$ cat src/rtl/phase_sync_pkg.sv
package phase_sync_pkg;
  typedef enum logic {
    ROLE_MASTER = 1'b0,
    ROLE_SLAVE  = 1'b1
  } role_e;
endpackage

$ cat src/rtl/phase_sync_timebase.sv
module phase_sync_timebase #(
  parameter int PERIOD_W   = 12,
  parameter int MIN_PERIOD = 16,
  localparam int CW        = PERIOD_W + 1
) (
  input  logic                clk_i,
  input  logic                rst_ni,
  input  logic                run_i,
  input  logic                slave_i,
  input  logic                restart_i,
  input  logic [PERIOD_W-1:0] period_i,
  output logic [CW-1:0]       cnt_o,
  output logic [CW-1:0]       limit_o,
  output logic                start_o
);
  logic [CW-1:0] p_ext, p_eff, cnt_q;

  assign p_ext = CW'(period_i);
  assign p_eff = (p_ext < CW'(MIN_PERIOD)) ? CW'(MIN_PERIOD) : p_ext;
  // slave free-runs slower so that a master edge always arrives first
  assign limit_o = slave_i ? (p_eff + (p_eff >> 3)) : p_eff;

  always_ff @(posedge clk_i or negedge rst_ni) begin
    if (!rst_ni) begin
      cnt_q <= '0;
    end else if (!run_i || restart_i) begin
      cnt_q <= '0;
    end else if (cnt_q >= limit_o - CW'(1)) begin
      cnt_q <= '0;
    end else begin
      cnt_q <= cnt_q + CW'(1);
    end
  end

  assign cnt_o   = cnt_q;
  assign start_o = run_i && (cnt_q == '0);
endmodule

$ cat src/rtl/phase_sync_edge.sv
module phase_sync_edge #(
  parameter int STAGES = 2
) (
  input  logic clk_i,
  input  logic rst_ni,
  input  logic sync_i,
  output logic rise_o
);
  logic [STAGES:0] sh_q;

  always_ff @(posedge clk_i or negedge rst_ni) begin
    if (!rst_ni) sh_q <= '0;
    else         sh_q <= {sh_q[STAGES-1:0], sync_i};
  end

  assign rise_o = sh_q[STAGES-1] & ~sh_q[STAGES];
endmodule

$ cat src/rtl/phase_sync_pulse.sv
module phase_sync_pulse #(
  parameter int CW          = 13,
  parameter int PULSE_TICKS = 4,
  localparam int PCW        = $clog2(PULSE_TICKS + 1)
) (
  input  logic          clk_i,
  input  logic          rst_ni,
  input  logic          run_i,
  input  logic          fire_en_i,
  input  logic [CW-1:0] cnt_i,
  input  logic [CW-1:0] limit_i,
  output logic          pulse_o
);
  logic [PCW-1:0] left_q;
  logic           trig;

  assign trig = fire_en_i && (cnt_i == (limit_i >> 1));

  always_ff @(posedge clk_i or negedge rst_ni) begin
    if (!rst_ni) begin
      left_q <= '0;
    end else if (!run_i) begin
      left_q <= '0;
    end else if (trig) begin
      left_q <= PCW'(PULSE_TICKS);
    end else if (left_q != '0) begin
      left_q <= left_q - PCW'(1);
    end
  end

  assign pulse_o = (left_q != '0);
endmodule

$ cat src/rtl/phase_sync_lock.sv
module phase_sync_lock #(
  parameter int CW  = 13,
  localparam int MW = CW + 1
) (
  input  logic          clk_i,
  input  logic          rst_ni,
  input  logic          drop_i,
  input  logic          accept_i,
  input  logic [CW-1:0] limit_i,
  output logic          locked_o
);
  logic [MW-1:0] miss_q, win;
  logic          locked_q;

  assign win = {limit_i, 1'b0} - MW'(1);

  always_ff @(posedge clk_i or negedge rst_ni) begin
    if (!rst_ni) begin
      locked_q <= 1'b0;
      miss_q   <= '0;
    end else if (drop_i) begin
      locked_q <= 1'b0;
      miss_q   <= '0;
    end else if (accept_i) begin
      locked_q <= 1'b1;
      miss_q   <= '0;
    end else if (locked_q) begin
      if (miss_q >= win) locked_q <= 1'b0;
      else               miss_q   <= miss_q + MW'(1);
    end
  end

  assign locked_o = locked_q;
endmodule

$ cat src/rtl/phase_clock_sync.sv
module phase_clock_sync
  import phase_sync_pkg::*;
#(
  parameter int PERIOD_W    = 12,
  parameter int MIN_PERIOD  = 16,
  parameter int PULSE_TICKS = 4,
  parameter int SYNC_STAGES = 2,
  localparam int CW         = PERIOD_W + 1
) (
  input  logic                clk_i,
  input  logic                rst_ni,
  input  logic                enable_i,
  input  logic                role_strap_i,
  input  logic [PERIOD_W-1:0] period_i,
  input  logic                pgood_i,
  input  logic                sync_i,
  output logic                sync_o,
  output logic                cycle_start_o,
  output logic                slave_o,
  output logic                locked_o
);
  logic          run_q;
  role_e         role_q;
  logic          is_slave, rise, accept, fire_en, drop;
  logic [CW-1:0] cnt, limit;

  always_ff @(posedge clk_i or negedge rst_ni) begin
    if (!rst_ni) begin
      run_q  <= 1'b0;
      role_q <= ROLE_MASTER;
    end else begin
      run_q <= enable_i;
      if (enable_i && !run_q) role_q <= role_e'(role_strap_i);
    end
  end

  assign is_slave = (role_q == ROLE_SLAVE);
  assign accept   = run_q && is_slave && pgood_i && rise;
  assign fire_en  = run_q && !is_slave && pgood_i;
  assign drop     = !run_q || !is_slave || !pgood_i;

  phase_sync_timebase #(
    .PERIOD_W  (PERIOD_W),
    .MIN_PERIOD(MIN_PERIOD)
  ) u_tb (
    .clk_i    (clk_i),
    .rst_ni   (rst_ni),
    .run_i    (run_q),
    .slave_i  (is_slave),
    .restart_i(accept),
    .period_i (period_i),
    .cnt_o    (cnt),
    .limit_o  (limit),
    .start_o  (cycle_start_o)
  );

  phase_sync_edge #(.STAGES(SYNC_STAGES)) u_edge (
    .clk_i (clk_i),
    .rst_ni(rst_ni),
    .sync_i(sync_i),
    .rise_o(rise)
  );

  phase_sync_pulse #(.CW(CW), .PULSE_TICKS(PULSE_TICKS)) u_pulse (
    .clk_i    (clk_i),
    .rst_ni   (rst_ni),
    .run_i    (run_q),
    .fire_en_i(fire_en),
    .cnt_i    (cnt),
    .limit_i  (limit),
    .pulse_o  (sync_o)
  );

  phase_sync_lock #(.CW(CW)) u_lock (
    .clk_i   (clk_i),
    .rst_ni  (rst_ni),
    .drop_i  (drop),
    .accept_i(accept),
    .limit_i (limit),
    .locked_o(locked_o)
  );

  assign slave_o = is_slave;
endmodule

$ cat config.mk
export PLATFORM = sky130hd
export DESIGN_NAME = phase_clock_sync
export DESIGN_NICKNAME = d
export VERILOG_FILES = /design/src/rtl/phase_sync_pkg.sv /design/src/rtl/phase_sync_timebase.sv /design/src/rtl/phase_sync_edge.sv /design/src/rtl/phase_sync_pulse.sv /design/src/rtl/phase_sync_lock.sv /design/src/rtl/phase_clock_sync.sv
export SDC_FILE = /design/constraint.sdc
export NUM_CORES = 1
export LEC_CHECK = 0
export CAP_MARGIN = 20
export CORE_MARGIN = 1
export CORE_UTILIZATION = 33
export CTS_CLUSTER_DIAMETER = 120
export DETAILED_ROUTE_END_ITERATION = 10
export MAX_ROUTING_LAYER = met4
export SYNTH_ARGS = -nofsm -noshare
export SYNTH_HDL_FRONTEND = slang
export SYNTH_SLANG_ARGS = --single-unit
$ cat constraint.sdc
create_clock -name clk_i -period 5.05 [get_ports clk_i]
set_input_delay 0.505 -clock clk_i [delete_from_list [all_inputs] [get_ports clk_i]]
set_output_delay 0.505 -clock clk_i [all_outputs]
set_load 0.02 [all_outputs]
==> impl_metrics.env <==
export IMPL_run_status="finished with violations"
export IMPL_violations="negative setup slack"
export IMPL_seqCellArea_sq_um=901
export IMPL_post_place_ws_ns=-1.37
export IMPL_synth_distinct_cells=62
export IMPL_rsz0062_at_grt="yes"
export IMPL_vias=3590
export IMPL_multi_input_area_sq_um=2840
export IMPL_synth_area_leaders="dfrtp_1 (25%), ha_1 (13%), xnor2_1 (5.6%)"
export IMPL_power_density_nw_per_um2=212
export IMPL_required_ns=5.28
export IMPL_critPathMaxFanout=7
export IMPL_maxSlewHeadroom_pct=45.4
export IMPL_synthFlopType="dfrtp_1"
export IMPL_num_fill_cells=973
export IMPL_synth_nets=485
export IMPL_clk_latency_ns=0.30
export IMPL_wirelength_mm=9.99
export IMPL_ys_seq_area_share_pct=25.2
export IMPL_fin_crit_sh_pct=111
export IMPL_grt_start_max_net_pins=37
export IMPL_area_growth_pct=43.2
export IMPL_gp_congestion=0.872
export IMPL_worstPathArrival_ns=5.84
export IMPL_die_h_microns=106
export IMPL_setup_ws_ns=-0.563
export IMPL_grt_busiest_layer="met2"
export IMPL_synth_edff_count=0
export IMPL_drive_above_1_share_pct=33.3
export IMPL_tritoncts="built"
export IMPL_ios=22
export IMPL_die_w_microns=106
export IMPL_row_count=37
export IMPL_drv_cap=0
export IMPL_cts_sinks=36
export IMPL_critPathTopFamily="simple AND/OR/NAND/NOR gates"
export IMPL_cts_buffers=5
export IMPL_die_area_sq_um=11300
export IMPL_cpPeakStageDelay_ns=0.41
export IMPL_viasPerCell=5.29
export IMPL_initial_utilization_pct=34.3
export IMPL_placed_area_sq_um=4680
export IMPL_h_tree_depth=2
export IMPL_core_area_sq_um=10400
export IMPL_synth_top_area_cell="dfrtp_1"
export IMPL_setup_worst_path_start_class="input pin"
export IMPL_postSynthCellCount=430
export IMPL_ff2ff_setup_slack_ns=0.29
export IMPL_antenna_found_initial=0
export IMPL_worstMarginPinSlew_ns=0.820
export IMPL_grt_util_met2_pct=31.8
export IMPL_fin_skew_ns=0.00820
export IMPL_ir_worst_vdd_uv=145
export IMPL_crit_type="in2reg"
export IMPL_finalSetupViolations=15
export IMPL_cts_root_buf="clkbuf_8"
export IMPL_synth_area_sq_um=3580
export IMPL_drtIter0Drc=219
export IMPL_diodes=0
export IMPL_dpl_hpwl_mm=7.59
export IMPL_nets=597
export IMPL_fin_crit_ns=5.61
export IMPL_r2r_end="u_lock.miss_q[4]$_DFFE_PN0P_"
export IMPL_antenna_left=0
export IMPL_gr_total_overflow=0
export IMPL_finalHoldViolCount=0
export IMPL_worst_path_buf_inv=6
export IMPL_grt_use_met3_pct=2.15
export IMPL_cts_path_max_buffers=2
export IMPL_timing_fmax_mhz=178
export IMPL_r2r_start="slave_o$_DFFE_PN0P_"
export IMPL_grt_pass1_vias=3725
export IMPL_p_leak_nw=2.28
export IMPL_end_kind="flop"
export IMPL_synth_seq_cells=36
export IMPL_hp_class="in2async"
export IMPL_synth_top_area_share_pct=25.2
export IMPL_avgSynthCellArea_sq_um=8.32
export IMPL_clkTransAtPathRegs_ns=0.07
export IMPL_gr_usage_all_layers_pct=19.4
export IMPL_cpMostUsedCell="buf_4"
export IMPL_report_final_slew_viol_count=0
export IMPL_ys_warn_count=0
export IMPL_dr_pass1_iters=4
export IMPL_synth_async_reset_ratio_pct=100
export IMPL_portBuffers=21
export IMPL_wl_per_cell_microns=14.7
export IMPL_crit_slowest_cell="or4_4"
export IMPL_drc=0
export IMPL_ff2ff_path_depth=20
export IMPL_grt_pass1_wl_mm=17.3
export IMPL_fin_area_sq_um=5120
export IMPL_globalRouteMet1Util_pct=25.3
layer usage:
layer  share of wire (%)  vias to the layer above
met5                   0                        -
met4                 2.4                        0
met3                 2.2                       23
met2                  47                       63
met1                  48                     1712
li1                    -                     1792
registers in the layout (all words and copies together) (netlist names):
name and cells:
run_q 1, slave_o 1, u_edge.sh_q 3, u_lock.locked_o 1, u_lock.miss_q 14, u_pulse.left_q 3
u_tb.cnt_o 13
logic make-up (layout without fill, tap and decap cells):
logic type	Yosys count	count (layout)	share of synthesized area [%]
compound gates	87	87	17.9
xor+xnor	38	38	9.31
fa+ha+maj	37	37	13.2
buf+inv	41	154	4.44
flops	36	36	25.2
mux	9	9	2.55
simple gates	182	182	27.5
worst max path at each step:
stage | start | endpoint | cells after the start
after detailed placement | period_i[11] | u_lock.miss_q[9]$_DFFE_PN0P_ | 29
final | period_i[10] | u_lock.miss_q[4]$_DFFE_PN0P_ | 28
after CTS | period_i[5] | u_lock.miss_q[9]$_DFFE_PN0P_ | 28
after global placement | period_i[11] | u_lock.miss_q[7]$_DFFE_PN0P_ | 26
after floorplan | period_i[11] | u_lock.miss_q[7]$_DFFE_PN0P_ | 29
after global routing | period_i[10] | u_lock.miss_q[4]$_DFFE_PN0P_ | 30
where the power goes:
part / internal, mW / leakage [nW] / switching, mW / total (mW)
sequential: 0.303 / 0.487 / 0.0146 / 0.317
clock: 0.146 / 0.0541 / 0.109 / 0.256
combinational: 0.265 / 1.74 / 0.250 / 0.515
worst register-to-register path: stages, from the launching register on:
cell       delay, ns
dfrtp_1         0.59
nand2_1         0.20
buf_4           0.18
nor4_1          0.46
a2111oi_4       0.11
buf_4           0.20
and3_4          0.17
a21oi_2         0.16
ha_1            0.28
and4_1          0.24
a221o_1         0.34
a31oi_4         0.18
and2b_1         0.15
o21a_1          0.15
nor3b_2         0.06
a221oi_2        0.27
nand4_1         0.18
buf_4           0.18
buf_6           0.12
or4_4           0.41
nand2_2         0.07
final cells by class:
| type | instances | share of cell area (%) |
|---|---|---|
| clock buffers | 5 | 1.34 |
| flip-flops and latches | 36 | 17.6 |
| well taps | 136 | 3.32 |
| inverters | 21 | 1.54 |
| clock inverters | 3 | 0.830 |
| repair buffers | 125 | 20.0 |
| multi-input cells | 353 | 55.3 |
through the flow:
stage / util, % / setup TNS (ns) / total power [mW] / cells / hold slack (ns)
after floorplan: - / -6.54 / 0.589 / 430 / 0.209
after global placement: 44.9 / -19.03 / 0.782 / 655 / 0.334
after detailed placement: 44.9 / -21.94 / 0.792 / 655 / 0.340
after CTS: 47.4 / -5.60 / 1.07 / 672 / 0.337
after global routing: 49.2 / -10.16 / 1.16 / 679 / 0.361
final: 49.2 / -6.06 / 1.09 / 679 / 0.304
what timing repair did:
action / CTS / global route
pin swaps: 28 / 16
buffers inserted: 9 / 7
endpoints found under the setup margin: 21 / 15
hold buffers: 0 / 0
gates resized for setup: 58 / 28
gates cloned: 0 / 0
cell usage after synthesis, types with 3 or more instances:
| library cell | instances |
|---|---|
| a211o_1 | 3 |
| a21o_1 | 5 |
| a21oi_1 | 24 |
| a221o_1 | 3 |
| a311o_1 | 3 |
| a31oi_1 | 5 |
| and3_1 | 5 |
| and4_1 | 3 |
| buf_2 | 3 |
| clkbuf_1 | 16 |
| dfrtp_1 | 36 |
| ha_1 | 36 |
| inv_1 | 21 |
| mux2i_1 | 8 |
| nand2_1 | 41 |
| nand2b_1 | 8 |
| nand3_1 | 18 |
| nand4_1 | 7 |
| nor2_1 | 30 |
| nor2b_1 | 7 |
| nor3_1 | 27 |
| nor3b_1 | 5 |
| nor4_1 | 6 |
| o211ai_1 | 7 |
| o21ai_0 | 15 |
| or3_1 | 4 |
| or4_1 | 7 |
| xnor2_1 | 23 |
| xor2_1 | 15 |
layout by cell type (no fill, tap or decap), drive strengths merged, types with 7 or more instances in the layout:
| master | synthesis | final |
|---|---|---|
| nor3 | 28 | 28 |
| o21ai | 15 | 15 |
| o211ai | 8 | 8 |
| nor4 | 8 | 8 |
| a21oi | 25 | 25 |
| clkdlybuf4s50 | 0 | 10 |
| dfrtp | 36 | 36 |
| xnor2 | 23 | 23 |
| buf | 3 | 112 |
| or4 | 7 | 7 |
| nand2 | 41 | 41 |
| nand4 | 7 | 7 |
| nand2b | 8 | 8 |
| mux2i | 8 | 8 |
| nand3 | 18 | 18 |
| nor2 | 31 | 31 |
| nor2b | 7 | 7 |
| xor2 | 15 | 15 |
| inv | 21 | 21 |
| ha | 36 | 36 |
Note: power is estimated with default switching activity, not from simulation.
